==> src/rtl/pio6_pkg.sv <==
package pio6_pkg;
    localparam int unsigned NPINS  = 6;
    localparam int unsigned AW     = 8;
    localparam int unsigned DW     = 8;
    localparam logic [AW-1:0] OFS_VAL = 8'h01;
    localparam logic [AW-1:0] OFS_DIR = 8'h05;
    localparam int unsigned CKO_BIT = 7;

    typedef struct packed {
        logic [NPINS-1:0] lat;
        logic [NPINS-1:0] dir;
        logic             cko;
    } regs_t;
endpackage

==> src/rtl/pio6_regs.sv <==
module pio6_regs
    import pio6_pkg::*;
(
    input  logic          clk_i,
    input  logic          rst_ni,
    input  logic [AW-1:0] addr_i,
    input  logic          we_i,
    input  logic [DW-1:0] wdata_i,
    output regs_t         regs_o
);
    regs_t r_d, r_q;

    always_comb begin
        r_d = r_q;
        if (we_i) begin
            if (addr_i == OFS_VAL) r_d.lat = wdata_i[NPINS-1:0];
            if (addr_i == OFS_DIR) begin
                r_d.dir = wdata_i[NPINS-1:0];
                r_d.cko = wdata_i[CKO_BIT];
            end
        end
    end

    always_ff @(posedge clk_i or negedge rst_ni) begin
        if (!rst_ni) r_q <= '0;
        else         r_q <= r_d;
    end

    assign regs_o = r_q;
endmodule

==> src/rtl/pio6_sync.sv <==
module pio6_sync #(
    parameter int unsigned W      = 6,
    parameter int unsigned STAGES = 2
) (
    input  logic         clk_i,
    input  logic         rst_ni,
    input  logic [W-1:0] d_i,
    output logic [W-1:0] q_o
);
    logic [STAGES-1:0][W-1:0] st_d, st_q;

    always_comb begin
        st_d[0] = d_i;
        for (int i = 1; i < STAGES; i++) st_d[i] = st_q[i-1];
    end

    always_ff @(posedge clk_i or negedge rst_ni) begin
        if (!rst_ni) st_q <= '0;
        else         st_q <= st_d;
    end

    assign q_o = st_q[STAGES-1];
endmodule

==> src/rtl/pio6_pad.sv <==
module pio6_pad
    import pio6_pkg::*;
(
    input  regs_t            regs_i,
    input  logic             ext_clk_i,
    output logic [NPINS-1:0] out_o,
    output logic [NPINS-1:0] oe_o
);
    for (genvar p = 0; p < NPINS; p++) begin : g_pin
        if (p == 0) begin : g_ck
            assign out_o[p] = regs_i.cko ? ext_clk_i : regs_i.lat[p];
            assign oe_o[p]  = regs_i.cko | regs_i.dir[p];
        end else begin : g_pl
            assign out_o[p] = regs_i.lat[p];
            assign oe_o[p]  = regs_i.dir[p];
        end
    end
endmodule

==> src/rtl/pio6_port.sv <==
module pio6_port
    import pio6_pkg::*;
(
    input  logic             clk_i,
    input  logic             rst_ni,
    input  logic [AW-1:0]    bus_addr_i,
    input  logic             bus_we_i,
    input  logic [DW-1:0]    bus_wdata_i,
    output logic [DW-1:0]    bus_rdata_o,
    input  logic             ext_clk_i,
    input  logic [NPINS-1:0] pin_in_i,
    output logic [NPINS-1:0] pin_out_o,
    output logic [NPINS-1:0] pin_oe_o
);
    regs_t            regs;
    logic [NPINS-1:0] pin_sync;
    logic [NPINS-1:0] rb_val;

    pio6_regs u_regs (
        .clk_i(clk_i), .rst_ni(rst_ni), .addr_i(bus_addr_i),
        .we_i(bus_we_i), .wdata_i(bus_wdata_i), .regs_o(regs)
    );

    pio6_sync #(.W(NPINS), .STAGES(2)) u_sync (
        .clk_i(clk_i), .rst_ni(rst_ni), .d_i(pin_in_i), .q_o(pin_sync)
    );

    pio6_pad u_pad (
        .regs_i(regs), .ext_clk_i(ext_clk_i), .out_o(pin_out_o), .oe_o(pin_oe_o)
    );

    always_comb begin
        for (int i = 0; i < NPINS; i++)
            rb_val[i] = regs.dir[i] ? regs.lat[i] : pin_sync[i];
        if (regs.cko) rb_val[0] = pin_sync[0];
        bus_rdata_o = '0;
        if (bus_addr_i == OFS_VAL) bus_rdata_o[NPINS-1:0] = rb_val;
        else if (bus_addr_i == OFS_DIR) begin
            bus_rdata_o[NPINS-1:0] = regs.dir;
            bus_rdata_o[CKO_BIT]   = regs.cko;
        end
    end
endmodule

==> config.mk <==
export PLATFORM = sky130hd
export DESIGN_NAME = pio6_port
export DESIGN_NICKNAME = d
export VERILOG_FILES = /design/src/rtl/pio6_pkg.sv /design/src/rtl/pio6_regs.sv /design/src/rtl/pio6_sync.sv /design/src/rtl/pio6_pad.sv /design/src/rtl/pio6_port.sv
export SDC_FILE = /design/constraint.sdc
export NUM_CORES = 1
export LEC_CHECK = 0
export BUFFER_PORTS_ARGS = -buffer_cell sky130_fd_sc_hd__clkbuf_2
export CAP_MARGIN = 20
export CORE_MARGIN = 2
export CORE_UTILIZATION = 46
export DETAILED_ROUTE_END_ITERATION = 7
export PLACE_DENSITY = 0.78
export SYNTH_ARGS = -nofsm -noshare
export SYNTH_HDL_FRONTEND = slang
export SYNTH_SLANG_ARGS = --single-unit
==> constraint.sdc <==
create_clock -name clk_i -period 1 [get_ports clk_i]
set_clock_uncertainty 0.15 [all_clocks]
set_input_delay 0.05 -clock clk_i [delete_from_list [all_inputs] [get_ports clk_i]]
set_output_delay 0.05 -clock clk_i [all_outputs]
set_load 0.005 [all_outputs]
==> metrics <==
Syn-to-layout area delta 50.0%; Die Span X 52.4 µm; die footprint 2740 µm²; wire per inst 14.0 µm; Die Ht 52.4 µm; grt met3 use 0.0171; Clock Sinks 25; post-synthesis adder-cell area fraction 0; Max Fanout on Critical Path 2; Stages on worst setup path 3; hold crit path type input port to flip-flop; Yosys reg bits 25; ANT nets after route 0; Synth Area in Compound Gates 0.0581; failing checks negative setup slack; # rows 17; commonest non-fill, non-tap cell in the layout clkbuf_2; CP startpoint kind flip-flop; # Max-Cap Violations 0; final worst slack -0.440 ns; CTS clk-pin slew, worst paths 0.13 ns; total CTS buffers 3; # DRC 0; share of cells above drive strength 1 0.603; Ant. Diodes 0; Synth Warn # 0; met1 Usage GRT 0.236; Synth Area in XOR/XNOR 0; Setup violations, final 30; Starting DRT DRC Count 16; antenna violations before repair 0; Worst VDD drop 1150 µV; Synth Area in Simple Gates 0.102; largest family of logic cells by synthesized area multiplexers; hpwl dp 1.61 mm; nets 173; hold path cells 3; required time worst endpoint 0.80 ns; GRT overflow 0; Skew-Pair Late Insertion Delay 0.31 ns; syn_nets 111; Final Cycle Share 1.44; RSZ-0062 raised after global routing true; pin count of the biggest net entering global routing 26; GR Util All Layers 0.195; core area 2210 µm²; Leak 0.000809 µW; Avg Cell Area, Syn 12.7 µm²; hold_ws 0.0481 ns; setup_tns -4.53 ns; Routed WL 2.44 mm; Pins Over Slew Limit 0; post-synthesis cell count 85; first-pass GRT wire length 3.82 mm; CTS HTree Levels 1; Worst EP arrival 1.24 ns; most frequent cells in the layout clkbuf_2, dfrtp_1, dlygate4sd3_1; Root Buffer clkbuf_4; Initial Util 0.486; outcome finished, violations left; maximum clock frequency 694 MHz; grt met2 use 0.354; routed via count 827; crit-path cells buf_6, mux2_2, clkbuf_2; pwr dens 1120 nW/µm²; delay of the slowest critical-path stage 0.42 ns; crit end category primary output; Clock Path Buffers 2; Final Wtd Congestion 0.705; post-synthesis sequential area ratio 0.581; number of global-route vias before repair 865; Boundary Pins 46; post-synth cell types 18; R2R cell count 2; Final Hold Fails 0; critical path class flip-flop to primary output; Crit-path slowest cell dfrtp_1; cell area after synthesis 1080 µm²; drt pass-1 iters 4; busiest grt layer met2; buffers added on ports 43; multiplexer share of the synthesized area 0.156; CTS tree built; vias per cell 4.75; minimum clock period 1.44 ns; crit-path leading delay family flip-flops; WP buf/inv 2
layer usage:
metal  part of all wire  up-vias
met5                  0        -
met4             0.0066        0
met3              0.047        4
met2               0.53       33
met1               0.42      392
li1                   -      398
kinds of logic after synthesis:
logic type | Yosys count
simple gates | 15
compound gates | 12
mux | 15
flops | 25
buf+inv | 17
other cells | 1
power by group:
| group | switching [µW] | internal (µW) |
|---|---|---|
| combinational | 118 | 169 |
| clock | 274 | 156 |
| sequential | 33.5 | 1060 |
| total | 425 | 1390 |
worst register-to-register path, cell delays in order (launching register included):
cell,delay [ns]
dfrtp_1,0.45
buf_4,0.16
mux2_2,0.26
flip-flops by register name, indices dropped and copies added, names as in the netlist:
signal,count
u_regs.regs_o,13
u_sync.q_o,6
u_sync.st_d,6
cell usage after synthesis:
cell type | count | share of area
nor4_4 | 1 | 0.020
nand2_1 | 3 | 0.010
o21ai_0 | 5 | 0.023
nor2_1 | 2 | 0.0070
buf_2 | 1 | 0.0046
a211oi_1 | 1 | 0.0070
inv_1 | 5 | 0.017
nor3b_2 | 1 | 0.012
nand4_2 | 2 | 0.023
conb_1 | 1 | 0.0035
a21oi_1 | 6 | 0.028
buf_4 | 11 | 0.077
mux2i_1 | 1 | 0.0093
nand3_1 | 4 | 0.019
nand2b_1 | 1 | 0.0058
dfrtp_1 | 25 | 0.58
or2_2 | 1 | 0.0058
mux2_2 | 14 | 0.15
worst paths after layout:
kind | startpoint | to | slack, ns
max | u_regs.regs_o[7]$_DFFE_PN0P_ | pin_out_o[0] | -0.44
min | bus_we_i | u_regs.regs_o[9]$_DFFE_PN0P_ | 0.05
max reg2reg | u_regs.regs_o[0]$_DFFE_PN0P_ | u_regs.regs_o[0]$_DFFE_PN0P_ | -0.11
min reg2reg | u_sync.st_d[6]$_DFF_PN0_ | u_sync.q_o[0]$_DFF_PN0_ | 0.22
max in group asynchronous | rst_ni | u_regs.regs_o[1]$_DFFE_PN0P_ | 0.36
min in group asynchronous | rst_ni | u_regs.regs_o[5]$_DFFE_PN0P_ | 0.09
cell type report:
class                           count  area (µm²)
Tap cell                           28        35.0
Timing Repair Buffer               69         487
Sequential cell                    25         627
Inverter                            5        18.8
Fill cell                         151         598
Clock buffer                        4        26.3
Multi-Input combinational cell     43         420
metrics by stage:
stage	area [µm²]	total power [µW]	worst slack (ns)	instances	utilization
finish	1610	1810	-0.440	174	0.730
global route	1610	1890	-0.498	174	0.730
CTS	1540	1790	-0.453	173	0.695
detailed placement	1290	1300	-0.398	151	0.584
global placement	1290	1290	-0.353	151	0.584
floorplan	1080	1200	-0.185	85	-
repair_timing:
item	CTS	global route
setup buffers	4	3
gates resized for setup	11	25
hold endpoints to repair	44	0
setup endpoints to repair	32	32
hold buffers	14	0
pin swaps	13	7
(Power assumes the default switching activity.)
